===== src/rtl/agu_pkg.sv =====
package agu_pkg;
  typedef enum logic [1:0] {
    AM_OFFSET = 2'd0,
    AM_PRE    = 2'd1,
    AM_POST   = 2'd2,
    AM_ALT    = 2'd3
  } agu_mode_e;

  typedef enum logic {
    SK_LEFT  = 1'b0,
    SK_RIGHT = 1'b1
  } agu_shift_e;

  function automatic logic mode_writes_back(input logic [1:0] m);
    return (m == AM_PRE) || (m == AM_POST);
  endfunction

  function automatic logic mode_issues_base(input logic [1:0] m);
    return m == AM_POST;
  endfunction
endpackage


===== src/rtl/agu_shifter.sv =====
module agu_shifter #(
  parameter int W    = 32,
  parameter int SH_W = 5
) (
  input  logic [W-1:0]    din,
  input  logic            go_right,
  input  logic [SH_W-1:0] amt,
  output logic [W-1:0]    dout
);
  localparam int STAGES = SH_W;

  logic [W-1:0] stage [0:STAGES];

  assign stage[0] = din;

  for (genvar g = 0; g < STAGES; g++) begin : g_stage
    localparam int DIST = 2 ** g;
    logic [W-1:0] moved;
    assign moved        = go_right ? (stage[g] >> DIST) : (stage[g] << DIST);
    assign stage[g + 1] = amt[g] ? moved : stage[g];
  end

  assign dout = stage[STAGES];
endmodule


===== src/rtl/agu_offset_gen.sv =====
module agu_offset_gen #(
  parameter int W     = 32,
  parameter int IMM_W = 12,
  parameter int SH_W  = 5
) (
  input  logic [W-1:0]     index_val,
  input  logic [IMM_W-1:0] imm_off,
  input  logic             use_index,
  input  logic             sub_off,
  input  logic             shift_kind,
  input  logic [SH_W-1:0]  shift_amt,
  output logic [W-1:0]     off_term,
  output logic             off_negate
);
  localparam int EXT_W = W - IMM_W;

  function automatic logic [W-1:0] widen_imm(input logic [IMM_W-1:0] v);
    return {{EXT_W{v[IMM_W-1]}}, v};
  endfunction

  logic [W-1:0] shifted_index;

  agu_shifter #(.W(W), .SH_W(SH_W)) u_shift (
    .din      (index_val),
    .go_right (shift_kind),
    .amt      (shift_amt),
    .dout     (shifted_index)
  );

  always_comb begin
    if (use_index) begin
      off_term   = shifted_index;
      off_negate = sub_off;
    end else begin
      off_term   = widen_imm(imm_off);
      off_negate = 1'b0;
    end
  end
endmodule


===== src/rtl/agu_combine.sv =====
module agu_combine #(
  parameter int W = 32
) (
  input  logic [W-1:0] base_val,
  input  logic [W-1:0] off_term,
  input  logic         off_negate,
  output logic [W-1:0] target
);
  function automatic logic [W-1:0] wrap_sum(input logic [W-1:0] a,
                                            input logic [W-1:0] b,
                                            input logic         neg);
    logic [W-1:0] bx;
    bx = neg ? ~b : b;
    return a + bx + {{(W-1){1'b0}}, neg};
  endfunction

  assign target = wrap_sum(base_val, off_term, off_negate);
endmodule


===== src/rtl/agu_top.sv =====
module agu_top
  import agu_pkg::*;
#(
  parameter int ADDR_W = 32,
  parameter int IMM_W  = 12,
  parameter int SH_W   = 5
) (
  input  logic              clk,
  input  logic              rst_n,
  input  logic              req_valid,
  input  logic [ADDR_W-1:0] base_val,
  input  logic [ADDR_W-1:0] index_val,
  input  logic [IMM_W-1:0]  imm_off,
  input  logic              use_index,
  input  logic              sub_off,
  input  logic              shift_kind,
  input  logic [SH_W-1:0]   shift_amt,
  input  logic [1:0]        mode,
  output logic              done,
  output logic [ADDR_W-1:0] mem_addr,
  output logic              wb_en,
  output logic [ADDR_W-1:0] wb_val
);
  logic [ADDR_W-1:0] off_term;
  logic              off_negate;
  logic [ADDR_W-1:0] target;
  logic [ADDR_W-1:0] issue_addr;
  logic              issue_wb;
  logic              capture;

  agu_offset_gen #(.W(ADDR_W), .IMM_W(IMM_W), .SH_W(SH_W)) u_off (
    .index_val  (index_val),
    .imm_off    (imm_off),
    .use_index  (use_index),
    .sub_off    (sub_off),
    .shift_kind (shift_kind),
    .shift_amt  (shift_amt),
    .off_term   (off_term),
    .off_negate (off_negate)
  );

  agu_combine #(.W(ADDR_W)) u_sum (
    .base_val   (base_val),
    .off_term   (off_term),
    .off_negate (off_negate),
    .target     (target)
  );

  assign issue_addr = mode_issues_base(mode) ? base_val : target;
  assign issue_wb   = mode_writes_back(mode);
  assign capture    = req_valid;

  always_ff @(posedge clk) begin
    if (!rst_n) begin
      done     <= 1'b0;
      mem_addr <= '0;
      wb_en    <= 1'b0;
      wb_val   <= '0;
    end else begin
      done <= capture;
      if (capture) begin
        mem_addr <= issue_addr;
        wb_en    <= issue_wb;
        wb_val   <= target;
      end
    end
  end
endmodule


===== config.mk =====
export PLATFORM = sky130hd
export DESIGN_NAME = agu_top
export DESIGN_NICKNAME = d
export VERILOG_FILES = /design/src/rtl/agu_pkg.sv /design/src/rtl/agu_shifter.sv /design/src/rtl/agu_offset_gen.sv /design/src/rtl/agu_combine.sv /design/src/rtl/agu_top.sv
export SDC_FILE = /design/constraint.sdc
export NUM_CORES = 1
export LEC_CHECK = 0
export BUFFER_PORTS_ARGS = -buffer_cell sky130_fd_sc_hd__buf_2
export CAP_MARGIN = 20
export CORE_UTILIZATION = 45
export CTS_BUF_LIST = sky130_fd_sc_hd__clkbuf_8
export DETAILED_ROUTE_END_ITERATION = 10
export HOLD_SLACK_MARGIN = 0.12
export PLACE_DENSITY_LB_ADDON = 0.12
export SLEW_MARGIN = 20
export SYNTH_ARGS = -nofsm -noshare
export SYNTH_HDL_FRONTEND = slang
export SYNTH_HIERARCHICAL = 1
export SYNTH_SLANG_ARGS = --single-unit

===== constraint.sdc =====
create_clock -name clk -period 9.5 [get_ports clk]
set_clock_uncertainty 0.1 [all_clocks]
set_input_delay 1.9 -clock clk [delete_from_list [all_inputs] [get_ports clk]]
set_output_delay 1.9 -clock clk [all_outputs]
set_load 0.05 [all_outputs]

==> results of run 1 <==
metrics by stage:
step           cell area, µm²  total power [mW]  cells  worst slack, ns  hold slack, ns
2_1_floorplan            9697             1.064   1244            3.764          0.6259
3_3_place_gp            10210             1.276   1584            1.938          0.3597
3_5_place_dp            10210             1.278   1584            2.021          0.3641
4_1_cts                 10430             1.566   1600            2.408          0.3820
5_1_grt                 10430             1.660   1600            1.999          0.4055
6_report                10430             1.571   1600            2.255          0.3808
state kept, by name, summed over array words and instances (netlist names):
name,flops
wb_en,1
mem_addr,32
wb_val,32
done,1
power by group through the flow:
| stage | clock [mW] | combinational, mW | sequential, mW |
|---|---|---|---|
| 2_1_floorplan | 0 | 0.561 | 0.504 |
| 4_1_cts | 0.289 | 0.934 | 0.343 |
| 5_1_grt | 0.296 | 1.02 | 0.348 |
| 6_report | 0.282 | 0.947 | 0.343 |
| 3_3_place_gp | 0 | 0.928 | 0.348 |
| 3_5_place_dp | 0 | 0.929 | 0.349 |
Yosys cell counts (14+ instances only):
cell type | number | share of area
nand3_1 | 20 | 0.010
nor3_1 | 38 | 0.020
ha_1 | 34 | 0.044
mux2i_1 | 136 | 0.14
o211ai_1 | 20 | 0.015
dfxtp_1 | 66 | 0.14
xnor2_1 | 20 | 0.018
inv_1 | 17 | 0.0066
nand2_1 | 75 | 0.029
buf_4 | 18 | 0.014
nor2_1 | 127 | 0.049
a211o_1 | 14 | 0.013
mux2_4 | 29 | 0.045
a211oi_1 | 36 | 0.028
clkbuf_1 | 36 | 0.014
a21oi_1 | 107 | 0.055
nor2b_1 | 37 | 0.024
o22ai_1 | 22 | 0.014
o21ai_0 | 82 | 0.042
xor2_1 | 41 | 0.037
o21ai_1 | 14 | 0.0072
buf_2 | 27 | 0.014
o31ai_1 | 14 | 0.011
a211oi_2 | 15 | 0.019
routing by layer:
layer  wire length [µm]  GRT usage  vias to the layer above  part of all wire
met4               1365     0.1306                        0             0.039
met1              15820     0.4363                     4806              0.45
li1                   -          -                     4808                 -
met3               2956    0.05321                      103             0.084
met2              15050     0.4664                      560              0.43
met5                  0          0                        -                 0
cells by family (layout without fill, tap and decap cells):
kind of cell               Yosys count  count (layout)
AOI/OAI and AO/OA                  423             423
adders and majority gates           35              35
buffers and inverters              123             204
muxes                              180             180
and+or+nand+nor                    356             356
xor gates and xnor gates            61              61
DFF                                 66              66
final timing paths:
| path | from | endpoint | slack, ns |
|---|---|---|---|
| min | wb_en | wb_en | 0.38 |
| max reg2reg | mem_addr[25] | mem_addr[25] | 8.72 |
| max | shift_kind | mem_addr[28] | 2.26 |
| min reg2reg | wb_en | wb_en | 0.38 |
area by class of cell:
class                   count  area, µm²
multi-input cells        1055       7572
inverters                  20      75.07
flip-flops and latches     66       1321
repair buffers            168      893.4
fillers                  2186      10660
clock inverters             7      100.1
well taps                 275      344.1
clock buffers               9      123.9
cells in the final DEF (no fill, tap or decap), drive strengths merged, types with 22 or more instances in the layout:
master / synthesis / layout
a211oi: 51 / 51
o22ai: 22 / 22
nor3: 39 / 39
nor2b: 38 / 38
mux2: 38 / 38
ha: 34 / 34
xor2: 41 / 41
nand2: 77 / 77
nor2: 127 / 127
a21oi: 111 / 111
buf: 67 / 168
o21ai: 96 / 96
dfxtp: 66 / 66
mux2i: 136 / 136
==> impl_results.rst, run 1 <==
.. list-table::
   :header-rows: 1

   * - Metric
     - Value
   * - Outcome
     - complete, no violations
   * - Data arrival time of the critical path
     - 7.45 ns
   * - Clock buffer depth
     - 2
   * - ANT nets after route
     - 0
   * - Average detailed-routed wire length per instance
     - 21.99 µm
   * - Placer's final routability congestion estimate
     - 1.034
   * - Number of DRC markers after the initial detailed-route iteration
     - 1325
   * - Buffers plus inverters on the worst setup path
     - 2
   * - IO buf count
     - 154
   * - Worst ir drop on vdd
     - 0.08823 mV
   * - Height of the die
     - 148.8 µm
   * - Clock transition at the registers of the reported paths
     - 0.09 ns
   * - Final routed wirelength across all metal layers
     - 35190 µm
   * - Die extent in x
     - 148.8 µm
   * - Final Hold Viols
     - 0
   * - Proportion of power drawn by the clock network
     - 0.179
   * - Max_cap viols
     - 0
   * - Worst min-delay path category
     - reg2reg
   * - Combinational Power Share
     - 0.603
   * - Kind of end point of the critical path
     - register
   * - Wire length of the first global-routing pass
     - 53760 µm
   * - Multiplexer area fraction after synthesis
     - 0.2097
   * - Cell row count
     - 53
   * - Relative max-transition margin
     - 0.3024
   * - Total Nets Final
     - 1444
   * - Largest driver fanout on the critical path
     - 30
   * - Cell Pwr Density
     - 150.6 nW/µm²
   * - Critical Setup Path Class
     - in2reg
   * - Via count of the first global-routing pass
     - 9335
   * - Slowest-stage cell, CP
     - a211oi_1
   * - Cell chain of the critical path
     - buf_2 -> buf_4 -> mux2i_1 -> a211oi_2 -> a211oi_1 -> o2111ai_1 -> a211o_1 -> mux2_2 -> mux2i_1 -> fa_1 -> nor2b_4 -> o311a_4 -> o21ba_1 -> o2111ai_1 -> nand3b_1 -> a221oi_2 -> mux2i_1 -> a21oi_1
   * - Yosys synthesis warning count
     - 6
   * - Cells after Synth
     - 1244
   * - Via-per-instance ratio
     - 6.423
   * - Startpoint type of the worst setup path
     - primary input
   * - Depth of the critical timing path with buffers and inverters included
     - 18
   * - LEAKAGE
     - 4.535 nW
   * - Sequential-to-total area share from yosys stat
     - 0.1363
   * - Setup repair after global routing missed its margin
     - no
   * - Post-synthesis sequential element count
     - 66
   * - Post-cts repair resize count
     - 0
   * - Top-Level Pins
     - 155
   * - Largest delay contributor family on the critical path
     - compound AO/OA/AOI/OAI gates
   * - Post-Syn Area per Cell
     - 7.795 µm²
   * - Post-cts hold buffer count
     - 0
   * - Area of the core region
     - 21090 µm²
   * - Power spent charging and discharging nets
     - 782.1 µW
   * - Maximum number of pins on one net before global-route repair
     - 87
   * - Share of layout cells above drive strength 1
     - 0.2038
   * - Clock tree from TritonCTS
     - done
   * - Most used DFF post-synth
     - dfxtp_1
   * - Initial standard-cell utilization of the core
     - 0.4598
   * - Area growth from synthesis to final layout
     - 7.561%
   * - Share of synthesized registers carrying an async set or reset
     - 0
   * - Fraction of the mapped netlist area in compound gates
     - 0.2943
   * - Sinks on Clock Net
     - 66
   * - Count of antenna diodes in the layout
     - 0
   * - Internal power component
     - 788.9 µW
   * - Max stage delay on crit path
     - 0.71 ns
   * - DIE AREA
     - 22140 µm²
   * - Hold Path Depth
     - 1
   * - Number of distinct library cells after synthesis
     - 87
   * - Count of cells along the worst register-to-register path
     - 2
   * - Setup bufs post-CTS
     - 0
   * - Final Setup Violations
     - 0
   * - Number of flops mapped to enable cells by yosys
     - 0
   * - Worst path most repeated cell
     - mux2i_1
   * - Drc violations
     - 0
   * - Number of vias after detailed routing
     - 10280
   * - Total routing usage reported by global routing
     - 0.3110
   * - Synth Area in Adders
     - 0.04594
   * - Seq pwr share
     - 0.218
   * - Synth Area in Simple Gates
     - 0.1755
   * - Accumulated negative setup slack
     - 0 ns
   * - Area of the mapped netlist
     - 9697 µm²
   * - Total congestion overflow
     - 0
   * - Tcrit/Tclk final
     - 0.7626
   * - Slew Viols, Final
     - 0
   * - Post-route minimum period
     - 7.245 ns
   * - Layout Utilization
     - 0.4946
   * - Maximum clock frequency
     - 0.1380 GHz
   * - Data required time at the worst endpoint
     - 9.71 ns
   * - CTS H-tree lvls
     - 3
   * - Number of optimization iterations in the first detailed-route pass
     - 8
   * - Xor and xnor area share after synthesis
     - 0.05510
   * - Skew-Pair Late Insertion Delay
     - 0.37 ns
   * - Detailed-placement wirelength estimate
     - 26820 µm
   * - Total clock buffers created by CTS
     - 9
   * - Sw Ratio
     - 0.4978
   * - Combinational family with the most area after synthesis
     - compound AO/OA/AOI/OAI gates
   * - Slew of the pin with the lowest slew margin
     - 1.046 ns
   * - Nets in the synthesized netlist
     - 1368
   * - Initial antenna violation count
     - 0
   * - Root cell of the clock tree
     - clkbuf_8
(Power assumes the default switching activity.)
==> inputs of run 2 (changes only) <==
==> constraint.sdc (replaced) <==
create_clock -name clk -period 7.1 [get_ports clk]
set_clock_uncertainty 0.1 [all_clocks]
set_input_delay 1.42 -clock clk [delete_from_list [all_inputs] [get_ports clk]]
set_output_delay 1.42 -clock clk [all_outputs]
set_load 0.05 [all_outputs]
==> impl_results.rst, run 2 (synthesized netlist as in run 1, its figures left out) <==
.. list-table::
   :header-rows: 1

   * - Metric
     - Value
   * - Number of DRC markers after the initial detailed-route iteration
     - 956 (-28%)
   * - Hold Path Depth
     - 1 (unchanged)
   * - Final routed wirelength across all metal layers
     - 36800 µm (+4.6%)
   * - ANT nets after route
     - 0 (unchanged)
   * - Worst slack on hold paths
     - 0.3850 ns (+0.004219 ns)
   * - Commonest non-fill, non-tap cell in the layout
     - buf_2
   * - Post-cts repair resize count
     - 0 (unchanged)
   * - Tcrit/Tclk final
     - 0.8850
   * - Maximum clock frequency
     - 0.1591 GHz
   * - Number of placed cells counting well taps
     - 1619 (+2.2%)
   * - Area of the core region
     - 21090 µm² (unchanged)
   * - Clock tree from TritonCTS
     - done
   * - Count of cells along the worst register-to-register path
     - 2 (unchanged)
   * - Clock buffer depth
     - 2 (unchanged)
   * - Skew-Pair Late Insertion Delay
     - 0.37 ns (about the same)
   * - Drc violations
     - 0 (unchanged)
   * - Initial standard-cell utilization of the core
     - 0.4598 (unchanged)
   * - Post-route minimum period
     - 6.284 ns
   * - Cell row count
     - 53 (unchanged)
   * - Share of layout cells above drive strength 1
     - 0.2243 (+0.02049)
   * - IO buf count
     - 154 (unchanged)
   * - Worst Hold Launch
     - wb_en
   * - Cell Pwr Density
     - 198.7 nW/µm² (+32%)
   * - Cell chain of the critical path
     - buf_4 -> buf_4 -> nor3_1 -> a21oi_1 -> a21boi_0 -> nand4_1 -> o2111ai_1 -> a211o_1 -> mux2_2 -> mux2i_1 -> fa_1 -> nor2b_4 -> o311a_4 -> o21ai_0 -> and3_1 -> nor2_1 -> nor4_1 -> mux2i_1 -> a21oi_1
   * - Buffers plus inverters on the worst setup path
     - 2 (unchanged)
   * - Final Setup Violations
     - 0 (unchanged)
   * - Top Registers
     - mem_addr: 32 flops, wb_val: 32 flops
   * - FF-to-FF Start
     - mem_addr[26]
   * - Data required time at the worst endpoint
     - 7.30 ns (-2.41 ns)
   * - Critical Setup Path Class
     - in2reg
   * - Number of vias after detailed routing
     - 10490 (+2.1%)
   * - R2R Path End
     - mem_addr[26]
   * - Kind of end point of the critical path
     - register
   * - Clock transition at the registers of the reported paths
     - 0.07 ns (-0.02 ns)
   * - Final Hold Viols
     - 0 (unchanged)
   * - Commonest cells after routing, fill and taps aside
     - buf_2, mux2i_1, nor2_1, a21oi_1, o21ai_0
   * - PnR Total Power
     - 2.130 mW (+36%)
   * - Slowest-stage cell, CP
     - nor4_1
   * - Total clock buffers created by CTS
     - 9 (unchanged)
   * - Sinks on Clock Net
     - 66 (unchanged)
   * - Total routing usage reported by global routing
     - 0.3269 (+0.01587)
   * - Multi-input gate area
     - 7572 µm² (unchanged)
   * - LEAKAGE
     - 4.710 nW (+3.9%)
   * - Total congestion overflow
     - 0 (unchanged)
   * - Data arrival time of the critical path
     - 6.48 ns (-0.97 ns)
   * - Maximum number of pins on one net before global-route repair
     - 87 (unchanged)
   * - Height of the die
     - 148.8 µm (unchanged)
   * - Reg-to-reg slack, setup
     - 6.29 ns (-2.43 ns)
   * - Number of optimization iterations in the first detailed-route pass
     - 5 (-3)
   * - Via-per-instance ratio
     - 6.411 (-0.18%)
   * - Placer's final routability congestion estimate
     - 0.9982 (-3.4%)
   * - Initial antenna violation count
     - 1 (+1)
   * - Wire length of the first global-routing pass
     - 55900 µm (+4.0%)
   * - Area growth from synthesis to final layout
     - 10.56%
   * - Max stage delay on crit path
     - 0.57 ns (-0.14 ns)
   * - Worst ir drop on vdd
     - 0.1170 mV (+33%)
   * - Setup repair after global routing missed its margin
     - no
   * - Accumulated negative setup slack
     - 0 ns (unchanged)
   * - Top-Level Pins
     - 155 (unchanged)
   * - Combined flip-flop and latch cell area
     - 1321 µm² (unchanged)
   * - Endpoint with the worst hold slack
     - wb_en
   * - CTS H-tree lvls
     - 3 (unchanged)
   * - Largest driver fanout on the critical path
     - 46 (+53%)
   * - Average detailed-routed wire length per instance
     - 22.49 µm (+2.3%)
   * - Root cell of the clock tree
     - clkbuf_8
   * - Layout filler cell count
     - 2162 (-1.1%)
   * - Die extent in x
     - 148.8 µm (unchanged)
   * - Slew of the pin with the lowest slew margin
     - 1.073 ns (+0.02630 ns)
   * - Via count of the first global-routing pass
     - 9580 (+2.6%)
   * - Detailed-placement wirelength estimate
     - 28830 µm (+7.5%)
   * - Total Nets Final
     - 1479 (+2.4%)
   * - Post-cts hold buffer count
     - 0 (unchanged)
   * - Outcome
     - complete, no violations
   * - Setup bufs post-CTS
     - 0 (unchanged)
   * - Relative max-transition margin
     - 0.2849 (-0.01753)
   * - Max_cap viols
     - 0 (unchanged)
   * - Largest delay contributor family on the critical path
     - compound AO/OA/AOI/OAI gates
   * - Worst min-delay path category
     - reg2reg
   * - DIE AREA
     - 22140 µm² (unchanged)
   * - Startpoint type of the worst setup path
     - primary input
   * - Final non-filler cell total
     - 1636 (+2.3%)
   * - Slew Viols, Final
     - 0 (unchanged)
run 2: area by class of cell:
type | count | area share
Inverter | 20 | 0.007003
Clock buffer | 9 | 0.01155
Antenna cell | 1 | 0.0002334
Tap cell | 275 | 0.03210
Timing Repair Buffer | 203 | 0.1102
Multi-Input combinational cell | 1055 | 0.7063
Clock inverter | 7 | 0.009337
Sequential cell | 66 | 0.1232
run 2: worst register-to-register path: cells and delay by family (launching register included):
| family | cells | cell delay (ns) |
|---|---|---|
| AOI/OAI and AO/OA | 2 | 0.24 |
| DFF | 1 | 0.32 |
run 2: through the flow:
stage / worst slack, ns / cell area [µm²] / util
after floorplan: 1.844 / 9697 / -
after global placement: 0.5785 / 10490 / 0.4976
after detailed placement: 0.6141 / 10490 / 0.4976
after CTS: 0.9727 / 10720 / 0.5082
after global routing: 0.6393 / 10720 / 0.5082
final: 0.8162 / 10720 / 0.5084
run 2: worst max-delay path by stage:
stage	start	depth (start not counted)	end
2_1_floorplan	shift_amt[1]	18	mem_addr[28]
3_3_place_gp	shift_kind	18	mem_addr[30]
3_5_place_dp	shift_amt[0]	18	wb_val[28]
4_1_cts	shift_amt[0]	18	mem_addr[20]
5_1_grt	shift_amt[0]	19	mem_addr[27]
6_report	shift_amt[0]	19	mem_addr[20]
run 2: layer usage:
layer | share of wire | routed length [µm] | GRT usage | up-vias
met3 | 0.089 | 3290 | 0.07064 | 65
li1 | - | - | - | 4892
met5 | 0 | 0 | 0 | -
met4 | 0.026 | 954 | 0.1051 | 0
met2 | 0.43 | 15690 | 0.4874 | 520
met1 | 0.46 | 16870 | 0.4636 | 5012
run 2: power by group:
| group | total (mW) | internal, mW | switching, mW |
|---|---|---|---|
| sequential | 0.459 | 0.431 | 0.0283 |
| clock | 0.369 | 0.201 | 0.168 |
| combinational | 1.30 | 0.442 | 0.861 |
| total | 2.13 | 1.07 | 1.06 |
==> inputs of run 3 (changes only) <==
--- a/config.mk
+++ b/config.mk
@@ -5,10 +5,11 @@
 export SDC_FILE = /design/constraint.sdc
 export NUM_CORES = 1
 export LEC_CHECK = 0
+export ABC_CLOCK_PERIOD_IN_PS = 7100
 export BUFFER_PORTS_ARGS = -buffer_cell sky130_fd_sc_hd__buf_2
 export CAP_MARGIN = 20
 export CORE_UTILIZATION = 45
-export CTS_BUF_LIST = sky130_fd_sc_hd__clkbuf_8
+export CTS_BUF_LIST = sky130_fd_sc_hd__clkbuf_16
 export DETAILED_ROUTE_END_ITERATION = 10
 export HOLD_SLACK_MARGIN = 0.12
 export PLACE_DENSITY_LB_ADDON = 0.12
==> impl_results.rst, run 3 (synthesized netlist as in run 1, its figures left out) <==
.. list-table::
   :header-rows: 1

   * - Metric
     - Value
   * - Via-per-instance ratio
     - 6.349 (-0.97%)
   * - Post-route minimum period
     - 6.285 ns (+0.0009700 ns)
   * - Cell chain of the critical path
     - buf_4 -> buf_4 -> nand2b_1 -> a21oi_1 -> nor3_1 -> or2_0 -> o211ai_1 -> a211o_1 -> mux2_4 -> xor2_1 -> ha_1 -> nand4_1 -> nor4_1 -> o2111ai_1 -> nand3_1 -> a21oi_1 -> xnor2_1 -> mux2i_1 -> a21oi_1
   * - Worst path most repeated cell
     - a21oi_1
   * - Relative max-transition margin
     - 0.2829 (-0.001989)
   * - IO buf count
     - 154 (unchanged)
   * - Data required time at the worst endpoint
     - 7.27 ns (-0.03 ns)
   * - Maximum number of pins on one net before global-route repair
     - 87 (unchanged)
   * - Setup bufs post-CTS
     - 0 (unchanged)
   * - Max stage delay on crit path
     - 0.54 ns (-0.03 ns)
   * - Critical Setup Path Class
     - in2reg
   * - Total Nets Final
     - 1479 (unchanged)
   * - Largest driver fanout on the critical path
     - 46 (unchanged)
   * - Top Registers
     - mem_addr: 32 flops, wb_val: 32 flops
   * - Final non-filler cell total
     - 1636 (unchanged)
   * - Average detailed-routed wire length per instance
     - 22.39 µm (-0.45%)
   * - Area growth from synthesis to final layout
     - 11.60%
   * - Clock tree from TritonCTS
     - done
   * - ANT nets after route
     - 0 (unchanged)
   * - CTS H-tree lvls
     - 3 (unchanged)
   * - Post-cts hold buffer count
     - 0 (unchanged)
   * - Post-Place Setup Slack
     - 0.6141 ns (unchanged)
   * - Startpoint type of the worst setup path
     - primary input
   * - Total clock buffers created by CTS
     - 9 (unchanged)
   * - Worst ir drop on vdd
     - 0.1445 mV (+24%)
   * - Initial antenna violation count
     - 1 (unchanged)
   * - Slowest-stage cell, CP
     - nor4_1
   * - Commonest cells after routing, fill and taps aside
     - buf_2, mux2i_1, nor2_1, a21oi_1, o21ai_0
   * - Total congestion overflow
     - 0 (unchanged)
   * - Placer's final routability congestion estimate
     - 0.9982 (unchanged)
   * - Number of optimization iterations in the first detailed-route pass
     - 5 (unchanged)
   * - Final Setup Violations
     - 0 (unchanged)
   * - Kind of end point of the critical path
     - register
   * - Minimum setup slack in the final design
     - 0.8152 ns (-0.0009700 ns)
   * - Accumulated negative setup slack
     - 0 ns (unchanged)
   * - Worst min-delay path category
     - reg2reg
   * - Clock transition at the registers of the reported paths
     - 0.06 ns (about the same)
   * - Final routed wirelength across all metal layers
     - 36640 µm (-0.45%)
   * - Sinks on Clock Net
     - 66 (unchanged)
   * - DIE AREA
     - 22140 µm² (unchanged)
   * - Number of DRC markers after the initial detailed-route iteration
     - 947 (-0.94%)
   * - Detailed-placement wirelength estimate
     - 28830 µm (unchanged)
   * - Post-cts repair resize count
     - 0 (unchanged)
   * - Number of placed cells counting well taps
     - 1619 (unchanged)
   * - Drc violations
     - 0 (unchanged)
   * - Area of the core region
     - 21090 µm² (unchanged)
   * - Cell row count
     - 53 (unchanged)
   * - Data arrival time of the critical path
     - 6.46 ns (-0.02 ns)
   * - PnR Total Power
     - 2.253 mW (+5.8%)
   * - Number of vias after detailed routing
     - 10390 (-0.97%)
   * - Worst slack on hold paths
     - 0.3831 ns (-0.001914 ns)
   * - Commonest non-fill, non-tap cell in the layout
     - buf_2
   * - Top-Level Pins
     - 155 (unchanged)
   * - Cell Pwr Density
     - 208.2 nW/µm² (+4.8%)
   * - Height of the die
     - 148.8 µm (unchanged)
   * - Setup repair after global routing missed its margin
     - no
   * - Die extent in x
     - 148.8 µm (unchanged)
   * - Maximum clock frequency
     - 0.1591 GHz (about the same)
   * - Tcrit/Tclk final
     - 0.8852 (about the same)
   * - Slew Viols, Final
     - 0 (unchanged)
   * - Skew-Pair Late Insertion Delay
     - 0.34 ns (-0.03 ns)
   * - LEAKAGE
     - 4.756 nW (+0.98%)
   * - Slew of the pin with the lowest slew margin
     - 1.076 ns (+0.002983 ns)
   * - Share of layout cells above drive strength 1
     - 0.2243 (unchanged)
   * - Wire length of the first global-routing pass
     - 55880 µm (about the same)
   * - Outcome
     - complete, no violations
   * - Total routing usage reported by global routing
     - 0.3269 (about the same)
   * - Max_cap viols
     - 0 (unchanged)
   * - Initial standard-cell utilization of the core
     - 0.4598 (unchanged)
   * - Via count of the first global-routing pass
     - 9550 (-0.31%)
   * - Final Hold Viols
     - 0 (unchanged)
   * - Root cell of the clock tree
     - clkbuf_16
   * - Clock buffer depth
     - 2 (unchanged)
-- run 3: cell types whose count changed in the layout (fill, tap and decap cells not counted) --
| cell | change |
|---|---|
| clkbuf_8 | -9 |
| clkbuf_16 | +9 |
-- run 3: area by class of cell --
type / count / area [µm²]
Fill cell: 2146 / 10270
Multi-Input combinational cell: 1055 / 7572
Sequential cell: 66 / 1321
Timing Repair Buffer: 203 / 1181
Tap cell: 275 / 344.1
Clock buffer: 9 / 225.2
Clock inverter: 7 / 100.1
Inverter: 20 / 75.07
Antenna cell: 1 / 2.502
-- run 3: worst paths after layout --
| kind | startpoint | to | slack, ns | cells after the start |
|---|---|---|---|---|
| max | shift_amt[0] | mem_addr[31] | 0.82 | 19 |
| min reg2reg | wb_en | wb_en | 0.38 | 1 |
| min | wb_en | wb_en | 0.38 | 1 |
| max reg2reg | mem_addr[26] | mem_addr[26] | 6.30 | 2 |
-- run 3: power breakdown --
part / internal (mW) / switching [mW] / total, mW / leakage [nW]
clock network: 0.310 / 0.182 / 0.493 / 0.160
logic: 0.442 / 0.859 / 1.30 / 4.05
registers: 0.431 / 0.0284 / 0.460 / 0.547
-- run 3: worst max-delay path, delay by kind of cell --
family | cells | cell delay, ns
and+or+nand+nor | 6 | 1.89
xor gates and xnor gates | 2 | 0.37
adders and majority gates | 1 | 0.47
buffers and inverters | 2 | 0.82
muxes | 2 | 0.37
AOI/OAI and AO/OA | 6 | 1.10
-- run 3: metal layers --
layer  part of all wire  wire length (µm)  global-route usage
met5                  0                 0                   0
met4              0.028              1034              0.1066
met3              0.091              3329             0.07064
met2               0.42             15480              0.4867
met1               0.46             16800              0.4635
-- run 3: through the flow --
step	area, µm²	utilization
global route	10820	0.5131
global placement	10490	0.4976
finish	10820	0.5132
floorplan	9697	-
CTS	10820	0.5131
detailed placement	10490	0.4976
